==> src/rtl/csi_rx_pkg.sv <==
package csi_rx_pkg;
  // Number of bits in a frame for a given length code.
  function automatic int frame_bits(input int code, input int dflt_bits);
    return (code == 0) ? dflt_bits : code;
  endfunction
endpackage

==> src/rtl/csi_rx_sync.sv <==
module csi_rx_sync #(
  parameter int STAGES = 2
) (
  input  logic clk,
  input  logic rst_n,
  input  logic sclk_in,
  input  logic sdata_in,
  output logic rise_evt,
  output logic bit_val
);
  logic [STAGES-1:0] ck_q;
  logic [STAGES-1:0] dt_q;
  logic              ck_prev;

  always_ff @(posedge clk or negedge rst_n) begin
    if (!rst_n) begin
      ck_q    <= '0;
      dt_q    <= '0;
      ck_prev <= 1'b0;
    end else begin
      ck_q    <= {ck_q[STAGES-2:0], sclk_in};
      dt_q    <= {dt_q[STAGES-2:0], sdata_in};
      ck_prev <= ck_q[STAGES-1];
    end
  end

  assign rise_evt = ck_q[STAGES-1] & ~ck_prev;
  assign bit_val  = dt_q[STAGES-1];
endmodule

==> src/rtl/csi_rx_shift.sv <==
module csi_rx_shift #(
  parameter int LEN_W     = 4,
  parameter int DFLT_BITS = 8,
  localparam int DATA_W   = (1 << LEN_W) - 1
) (
  input  logic              clk,
  input  logic              rst_n,
  input  logic              active,
  input  logic              lsb_first,
  input  logic [LEN_W-1:0]  len_code,
  input  logic              rise_evt,
  input  logic              bit_val,
  output logic              frame_done,
  output logic [DATA_W-1:0] frame_word,
  output logic              in_frame
);
  import csi_rx_pkg::*;

  logic [LEN_W-1:0]  cnt_q;
  logic [DATA_W-1:0] sh_q;
  logic [DATA_W-1:0] sh_nxt;
  logic              last_bit;

  always_comb begin
    sh_nxt = sh_q;
    if (lsb_first) sh_nxt[cnt_q] = bit_val;
    else           sh_nxt = {sh_q[DATA_W-2:0], bit_val};
  end

  assign last_bit   = int'(cnt_q) == frame_bits(int'(len_code), DFLT_BITS) - 1;
  assign frame_done = active && rise_evt && last_bit;
  assign frame_word = sh_nxt;
  assign in_frame   = cnt_q != '0;

  always_ff @(posedge clk or negedge rst_n) begin
    if (!rst_n) begin
      cnt_q <= '0;
      sh_q  <= '0;
    end else if (!active) begin
      cnt_q <= '0;
      sh_q  <= '0;
    end else if (rise_evt) begin
      if (last_bit) begin
        cnt_q <= '0;
        sh_q  <= '0;
      end else begin
        cnt_q <= cnt_q + 1'b1;
        sh_q  <= sh_nxt;
      end
    end
  end
endmodule

==> src/rtl/csi_rx_ctrl.sv <==
module csi_rx_ctrl #(
  parameter int DATA_W = 15
) (
  input  logic              clk,
  input  logic              rst_n,
  input  logic              cfg_en,
  input  logic              cfg_rxe,
  input  logic              rd_stb,
  input  logic              ovr_clr,
  input  logic              frame_done,
  input  logic [DATA_W-1:0] frame_word,
  output logic              active,
  output logic [DATA_W-1:0] rx_data,
  output logic              ovr_flag,
  output logic              irq_done,
  output logic              irq_err
);
  logic started_q;
  logic unread_q;
  logic ovr_hit;

  assign active  = cfg_en && cfg_rxe && started_q;
  // A read in the same cycle consumes the previous frame.
  assign ovr_hit = frame_done && unread_q && !rd_stb;

  always_ff @(posedge clk or negedge rst_n) begin
    if (!rst_n) begin
      started_q <= 1'b0;
      unread_q  <= 1'b0;
      rx_data   <= '0;
      ovr_flag  <= 1'b0;
      irq_done  <= 1'b0;
      irq_err   <= 1'b0;
    end else begin
      if (!(cfg_en && cfg_rxe)) started_q <= 1'b0;
      else if (rd_stb)          started_q <= 1'b1;

      if (frame_done)  unread_q <= 1'b1;
      else if (rd_stb) unread_q <= 1'b0;

      if (frame_done) rx_data <= frame_word;

      irq_done <= frame_done && !ovr_hit;
      irq_err  <= ovr_hit;

      if (ovr_hit)      ovr_flag <= 1'b1;
      else if (ovr_clr) ovr_flag <= 1'b0;
    end
  end
endmodule

==> src/rtl/csi_rx_cont.sv <==
module csi_rx_cont #(
  parameter int LEN_W       = 4,
  parameter int DFLT_BITS   = 8,
  parameter int SYNC_STAGES = 2,
  localparam int DATA_W     = (1 << LEN_W) - 1
) (
  input  logic              clk,
  input  logic              rst_n,
  input  logic              cfg_en,
  input  logic              cfg_rxe,
  input  logic              cfg_lsb_first,
  input  logic [LEN_W-1:0]  cfg_len,
  input  logic              sclk_in,
  input  logic              sdata_in,
  input  logic              rd_stb,
  input  logic              ovr_clr,
  output logic [DATA_W-1:0] rx_data,
  output logic              busy,
  output logic              ovr_flag,
  output logic              irq_done,
  output logic              irq_err
);
  logic              rise_evt;
  logic              bit_val;
  logic              active;
  logic              frame_done;
  logic [DATA_W-1:0] frame_word;

  csi_rx_sync #(.STAGES(SYNC_STAGES)) sync_i (
    .clk(clk), .rst_n(rst_n), .sclk_in(sclk_in), .sdata_in(sdata_in),
    .rise_evt(rise_evt), .bit_val(bit_val)
  );

  csi_rx_shift #(.LEN_W(LEN_W), .DFLT_BITS(DFLT_BITS)) shift_i (
    .clk(clk), .rst_n(rst_n), .active(active), .lsb_first(cfg_lsb_first),
    .len_code(cfg_len), .rise_evt(rise_evt), .bit_val(bit_val),
    .frame_done(frame_done), .frame_word(frame_word), .in_frame(busy)
  );

  csi_rx_ctrl #(.DATA_W(DATA_W)) ctrl_i (
    .clk(clk), .rst_n(rst_n), .cfg_en(cfg_en), .cfg_rxe(cfg_rxe),
    .rd_stb(rd_stb), .ovr_clr(ovr_clr), .frame_done(frame_done),
    .frame_word(frame_word), .active(active), .rx_data(rx_data),
    .ovr_flag(ovr_flag), .irq_done(irq_done), .irq_err(irq_err)
  );
endmodule

==> config.mk <==
export PLATFORM = sky130hd
export DESIGN_NAME = csi_rx_cont
export DESIGN_NICKNAME = d
export VERILOG_FILES = /design/src/rtl/csi_rx_pkg.sv /design/src/rtl/csi_rx_sync.sv /design/src/rtl/csi_rx_shift.sv /design/src/rtl/csi_rx_ctrl.sv /design/src/rtl/csi_rx_cont.sv
export SDC_FILE = /design/constraint.sdc
export NUM_CORES = 1
export LEC_CHECK = 0
export BUFFER_PORTS_ARGS = -buffer_cell sky130_fd_sc_hd__buf_2
export CAP_MARGIN = 10
export CORE_MARGIN = 8
export CORE_UTILIZATION = 50
export CTS_CLUSTER_DIAMETER = 150
export DETAILED_ROUTE_END_ITERATION = 8
export PLACE_DENSITY = 0.8
export SETUP_SLACK_MARGIN = 0.5
export SKIP_LAST_GASP = 1
export SYNTH_ARGS = -nofsm -noshare
export SYNTH_HDL_FRONTEND = slang
export SYNTH_SLANG_ARGS = --single-unit
export TNS_END_PERCENT = 50
==> constraint.sdc <==
create_clock -name clk -period 2.5 [get_ports clk]
set_input_delay 0.25 -clock clk [delete_from_list [all_inputs] [get_ports clk]]
set_output_delay 0.25 -clock clk [all_outputs]
set_load 0.05 [all_outputs]
==> impl_metrics.tcl, run 1 <==
set metrics [dict create \
    p_seq_share_pct 51.2 \
    antenna_found_initial 0 \
    clkTransAtPathRegs_ps 80 \
    die_x_um 83.5 \
    first_global_vias 1701 \
    cts_buffer_depth 2 \
    drc 0 \
    synthTopCellsByArea "dfrtp_1 48%, a22o_1 6.5%, mux2i_1 6.2%" \
    max_slew_margin_pct 36.0 \
    worstReg2RegStart "shift_i.cnt_q[0]" \
    synth_top_area_share_pct 48.3 \
    core_mm2 0.00438 \
    io_pins 32 \
    track_usage_pct 13.3 \
    clock_sinks 44 \
    h-tree-depth 2 \
    power_frac_comb_pct 7.9 \
    yosysWarnings 0 \
    switchingPower_mw 0.326 \
    netlist_area_mm2 0.00228 \
    pre_cts_ws_ps -22.4 \
    arrival_ps 2310 \
    grt_pass1_wl_mm 7.85 \
    timing.final.ws_setup_ps 371 \
    synth.distinct_cells 39 \
    synth_edf_count 0 \
    async_flop_share_pct 100 \
    slowest_stage "and4b_2" \
    cts-root-buf "clkbuf_8" \
    synthSimpleGateAreaFrac_pct 11.9 \
    worst_pin_slew_ps 960 \
    startpoint "cfg_len[0]" \
    pwr-share-clk_pct 40.8 \
    vdd_drop_max_mv 0.405 \
    dieArea_mm2 0.00697 \
    fmax_mhz 470 \
    area_growth_pct 19.9 \
    crit_path_end_kind "flop" \
    portBuffers 31 \
    leakage_nw 1.38 \
    p_per_area_mw_per_mm2 518 \
    drt-wirelength-per-cell_um 15.9 \
    synth_ff_type "dfrtp_1" \
    p_int_mw 1.09 \
    yosysTopAreaCell "dfrtp_1" \
    finalSetupViolations 0 \
    synth.area.mux_share_pct 15.5 \
    path_class "primary input to flop" \
    drt_iter0_drc 113 \
    hold_start "sdata_in" \
    switching_share_pct 23.0 \
    fin_crit_ps 2130 \
    cts_buffers 5 \
    start_util_pct 52.0 \
    hold_class "primary input to flop" \
    cts_hold_buf 0 \
    synth-seq-cells 44 \
    synth_top_family_by_area "multiplexers" \
    gp_congestion 0.784 \
    synth_fa_ha_area_share_pct 3.84 \
    crit_path_start_kind "primary input" \
    num_vias 1622 \
    hold_viol_final 0 \
    layout.nets 253 \
    finClkSkew_ps 13.5 \
    die_h_um 83.5 \
    cpMostUsedCell "buf_12" \
    routed_wl_mm 4.56 \
    dp_hpwl_mm 3.03 \
    drtAntennaViolNets 0 \
    cts_tree "built" \
    crit_chain "buf_12 > inv_12 > ha_4 > a21oi_2 > nor2_1 > ha_1 > xnor2_1 > a2111oi_2 > and4b_2 > buf_12 > mux2_2" \
    max_stage_delay_ps 350 \
    antennaDiodeCount 0 \
    worstSkewPairLatency_ps 300 \
    grt_overflow 0 \
    synthCells 196 \
    drv_slew 0 \
    required_ps 2690 \
    yosysSeqAreaShare_pct 48.3 \
    syn-num-nets 216 \
    vias_per_cell 5.67 \
    cap_violations 0 \
    yosysMostFrequentCell "dfrtp_1" \
    dr.pass1.iters 4 \
    synth_compound_area_share_pct 13.5 \
    rows 24 \
    status "finished, final reports clean" \
    path_max_fanout 13 \
    syn_avg_cell_area_um2 11.6 \
    yosys-top-cells-count "44 x dfrtp_1, 17 x a22o_1, 17 x nor2_1, 16 x a21oi_1, 14 x mux2i_1" \
    grt_start_max_net_pins 45 \
    timing.final.crit_share_pct 85.2 \
    drive_above_1_share_pct 35.0 \
    power.total_mw 1.42 \
    rsz0062_at_grt "yes" \
    synthXorXnorAreaFrac_pct 2.14 \
]
==> what timing repair did <==
item,CTS,global route
endpoints found under the setup margin,32,35
pin swaps,1,0
hold endpoints to repair,0,0
resized for setup,18,0
setup buffers,3,1
gates cloned,0,0
==> layer usage <==
metal  part of all wire (%)  track usage [%]  vias up
met4                    2.1             5.34        0
met2                     46             21.4       51
met3                    5.6             4.20       10
li1                       -                -      782
met1                     46             16.1      779
met5                      0                0        -
==> cells in the final DEF (no fill, tap or decap), types with 2 or more instances in the layout <==
master	count
clkbuf_8	6
mux2i_1	14
xnor2_1	3
nand3_1	5
buf_6	3
nor3b_1	4
mux2_2	8
nand3b_1	8
ha_4	2
nor2_1	17
buf_4	8
ha_1	5
buf_2	29
a22o_1	17
buf_12	2
nand2_1	3
dfrtp_1	41
dfrtp_2	3
inv_1	6
a21oi_1	15
nor2b_1	2
mux2_4	9
==> power by group through the flow <==
| stage | Combinational [mW] | Clock [mW] | Sequential, mW |
|---|---|---|---|
| final | 0.112 | 0.578 | 0.725 |
| after floorplan | 0.0568 | 0 | 0.745 |
| after global routing | 0.125 | 0.609 | 0.727 |
| after CTS | 0.112 | 0.585 | 0.726 |
| after detailed placement | 0.105 | 0 | 0.740 |
| after global placement | 0.102 | 0 | 0.739 |
==> cells by family after synthesis <==
logic type,count (synthesis)
and+or+nand+nor,48
DFF,44
AOI/OAI and AO/OA,41
muxes,31
buffers and inverters,21
adders and majority gates,7
xor gates and xnor gates,4
==> stage by stage <==
stage	area (um^2)	hold WS, ps	std cells	util (%)	setup TNS (ps)
2_1_floorplan	2310	-45.6	196	-	0
3_3_place_gp	2520	332	274	57.6	0
3_5_place_dp	2520	336	274	57.6	-54.9
4_1_cts	2730	45.3	285	62.2	0
5_1_grt	2730	42.4	286	62.3	0
6_report	2730	54.4	286	62.3	0
==> registers in the layout, summed over array words and instances, names as in the netlist, 2 cells and up <==
signal          count
shift_i.cnt_q       4
sync_i.ck_q         2
ctrl_i.rx_data     15
sync_i.dt_q         2
shift_i.sh_q       15
==> final timing paths <==
kind	endpoint	slack, ps	depth (start not counted)
setup / recovery	ctrl_i.rx_data[3]	370	11
hold / removal	sync_i.dt_q[0]	50	1
setup reg to reg	ctrl_i.ovr_flag	470	6
max in group asynchronous	shift_i.cnt_q[3]	1750	1
min in group asynchronous	sync_i.dt_q[0]	100	1
hold reg to reg	sync_i.dt_q[1]	350	0
==> final cells by class <==
cell class | instances | area [um^2]
Fill cell | 339 | 1650
Timing Repair Buffer | 42 | 279
Multi-Input combinational cell | 131 | 1110
Clock inverter | 2 | 38.8
Sequential cell | 44 | 1100
Clock buffer | 6 | 82.6
Inverter | 9 | 51.3
Tap cell | 52 | 65.1
==> critical path, delay by kind of cell <==
kind | cells | cell delay, ps
adders and majority gates | 2 | 440
AOI/OAI and AO/OA | 2 | 450
muxes | 1 | 340
xor gates and xnor gates | 1 | 140
buffers and inverters | 3 | 280
and+or+nand+nor | 2 | 400
No activity file was read; power rests on OpenSTA's default activity.
==> inputs of run 2 (changes only) <==
Settings changed: CTS_CLUSTER_DIAMETER 150 to 50, SYNTH_HIERARCHICAL from default to 1.
==> run 2 against run 1 <==
Sequential power about the same. Register-to-register slack improved by 130 ps. First-iteration DRC count increased by 4.4%. Core utilization decreased by 3.6 points. Sequential share of layout area increased by 2.6 points. Final cell count increased by 0.35%. Fmax increased by 12%. Wire length decreased by 6.4%. Area after synthesis decreased by 1.1%. Setup slack improved by 230 ps. Non-clock buffer count decreased by 5. Synthesized cell count increased by 2.6%. Critical path type is now flop to flop.
==> impl_metrics.tcl, run 2 <==
set metrics [dict create \
    area_growth_pct 13.4 \
    leakage_nw 1.34 \
    drc 0 \
    worst_pin_slew_ps 1150 \
    timing.final.crit_share_pct 76.0 \
    cts_buffer_depth 2 \
    syn-num-nets 219 \
    cts-root-buf "clkbuf_8" \
    fill_cells 370 \
    status "finished, final reports clean" \
    netlist_area_mm2 0.00225 \
    max_stage_delay_ps 390 \
    grt_pass1_wl_mm 7.22 \
    stdcell_count 287 \
    p_seq_share_pct 57.1 \
    core_mm2 0.00435 \
    p_per_area_mw_per_mm2 498 \
    syn_avg_cell_area_um2 11.2 \
    mostFrequentLayoutCell "dfrtp_1" \
    vdd_drop_max_mv 0.380 \
    drtAntennaViolNets 0 \
    switchingPower_mw 0.296 \
    io_pins 32 \
    synth_edf_count 0 \
    fmax_mhz 526 \
    synth-seq-cells 44 \
    dp.cells 276 \
    synthCells 201 \
    min_path_cells 1 \
    drt_iter0_drc 118 \
    clock_sinks 44 \
    final_cell_mix "44 x dfrtp_1, 32 x buf_2, 20 x nor2_1" \
    synth_ff_type "dfrtp_1" \
    h-tree-depth 2 \
    dr.pass1.iters 4 \
    r2r_end "ctrl_i/rx_data[11]" \
    drt-wirelength-per-cell_um 14.9 \
    grt_overflow 0 \
    switching_share_pct 23.3 \
    antennaDiodeCount 0 \
    finClkSkew_ps 7.97 \
    hold_end "sync_i/dt_q[0]" \
    cts_buffers 5 \
    reg2reg_slack_ps 600 \
    pre_cts_ws_ps 300 \
    arrival_ps 2080 \
    crit_chain "buf_6 > xnor2_1 > nor4_2 > o21ai_2 > nor2_4 > buf_2 > mux2_4" \
    track_usage_pct 12.3 \
    rsz0062_at_grt "yes" \
    synth_top_area_share_pct 48.9 \
    yosysMostFrequentCell "dfrtp_1" \
    hold_start "sdata_in" \
    top_regs "ctrl_i/rx_data: 15 flops, shift_i/sh_q: 15 flops, shift_i/cnt_q: 4 flops" \
    yosysSeqAreaShare_pct 48.9 \
    crit_path_end_kind "flop" \
    start_util_pct 51.8 \
    grt_start_max_net_pins 45 \
    synth.distinct_cells 34 \
    hold_class "primary input to flop" \
    crit_path_start_kind "flop" \
    portBuffers 31 \
    power_frac_comb_pct 7.5 \
    cap_violations 0 \
    clkTransAtPathRegs_ps 70 \
    rr_worst_depth 7 \
    die_x_um 83.1 \
    drv_slew 0 \
    timing.final.ws_setup_ps 599 \
    tns_ps 0 \
    yosysTopAreaCell "dfrtp_1" \
    worstReg2RegStart "shift_i/cnt_q[2]" \
    finalSetupViolations 0 \
    drive_above_1_share_pct 28.9 \
    hold_slack_ps 59.5 \
    yosysWarnings 6 \
    yosys-top-cells-count "44 x dfrtp_1, 21 x nor2_1, 16 x a22o_1, 15 x a21oi_1, 14 x mux2i_1" \
    num_vias 1568 \
    dp_hpwl_mm 2.98 \
    max_slew_margin_pct 23.0 \
    synthTopCellsByArea "dfrtp_1 49%, a22o_1 6.2%, mux2i_1 6.2%" \
    p_int_mw 0.977 \
    slowest_stage "dfrtp_1" \
    first_global_vias 1569 \
    gp_congestion 0.758 \
    fin_crit_ps 1900 \
    pwr-share-clk_pct 35.5 \
    routed_wl_mm 4.27 \
    dieArea_mm2 0.00691 \
    path_max_fanout 13 \
    vias_per_cell 5.46 \
    hold_viol_final 0 \
    async_flop_share_pct 100 \
    antenna_found_initial 0 \
    worstSkewPairLatency_ps 300 \
    layout.nets 252 \
    cts_tree "built" \
    path_class "flop to flop" \
    die_h_um 83.1 \
    rows 24 \
    required_ps 2680 \
]
run 2: stage by stage:
stage / util [%] / power [mW] / cell area [um^2]
2_1_floorplan: - / 0.797 / 2250
3_3_place_gp: 55.5 / 0.832 / 2420
3_5_place_dp: 55.5 / 0.834 / 2420
4_1_cts: 57.6 / 1.29 / 2510
5_1_grt: 58.7 / 1.33 / 2560
6_report: 58.7 / 1.27 / 2560
run 2: final cells by class:
type                    instances  area, um^2  share of cell area (%)
flip-flops and latches         44        1100                    43.1
multi-input cells             139        1060                    41.5
repair buffers                 37         209                    8.17
clock buffers                   7        86.3                    3.38
well taps                      52        65.1                    2.55
inverters                       7        26.3                    1.03
clock inverters                 1        7.51                   0.294
run 2: power groups by stage:
stage	combinational, mW	clock [mW]	sequential, mW
detailed placement	0.0940	0	0.740
global placement	0.0919	0	0.740
floorplan	0.0505	0	0.746
CTS	0.0944	0.470	0.726
global route	0.107	0.493	0.727
finish	0.0949	0.452	0.726
run 2: worst max-delay path, delay by kind of cell (launching register included):
family	cells	cell delay (ps)
xor+xnor	1	140
simple gates	2	460
flops	1	390
compound gates	1	160
mux	1	310
buf+inv	2	340
run 2: how the worst max path moves through the flow:
stage                      from            endpoint  slack [ps]
4_1_cts        shift_i/cnt_q[0]   ctrl_i/rx_data[2]         510
3_3_place_gp         cfg_len[0]   ctrl_i/rx_data[3]         390
6_report       shift_i/cnt_q[2]  ctrl_i/rx_data[11]         600
5_1_grt              cfg_len[0]   ctrl_i/rx_data[2]         490
3_5_place_dp         cfg_len[0]   ctrl_i/rx_data[2]         300
2_1_floorplan        cfg_len[0]   ctrl_i/rx_data[0]         550
run 2: cell families (layout without fill, tap and decap cells):
| kind of cell | after synthesis | after routing | share of synthesized area, % |
|---|---|---|---|
| buffers and inverters | 18 | 52 | 4.72 |
| muxes | 31 | 31 | 16.0 |
| AOI/OAI and AO/OA | 42 | 42 | 12.9 |
| adders and majority gates | 5 | 5 | 2.78 |
| and+or+nand+nor | 58 | 58 | 13.5 |
| xor gates and xnor gates | 3 | 3 | 1.17 |
| DFF | 44 | 44 | 48.9 |
run 2: routing by layer:
metal	part of all wire (%)	GRT usage, %	wire length [um]
met1	49	16.2	2090
met2	47	18.7	2010
met3	3.0	3.22	126
met5	0	0	0
met4	1.1	5.11	47
run 2: what timing repair did:
item,in CTS,in global routing
endpoints found under the setup margin,0,16
setup buffers,0,2
resized for setup,0,7
hold buffers,0,0
hold endpoints to repair,0,0
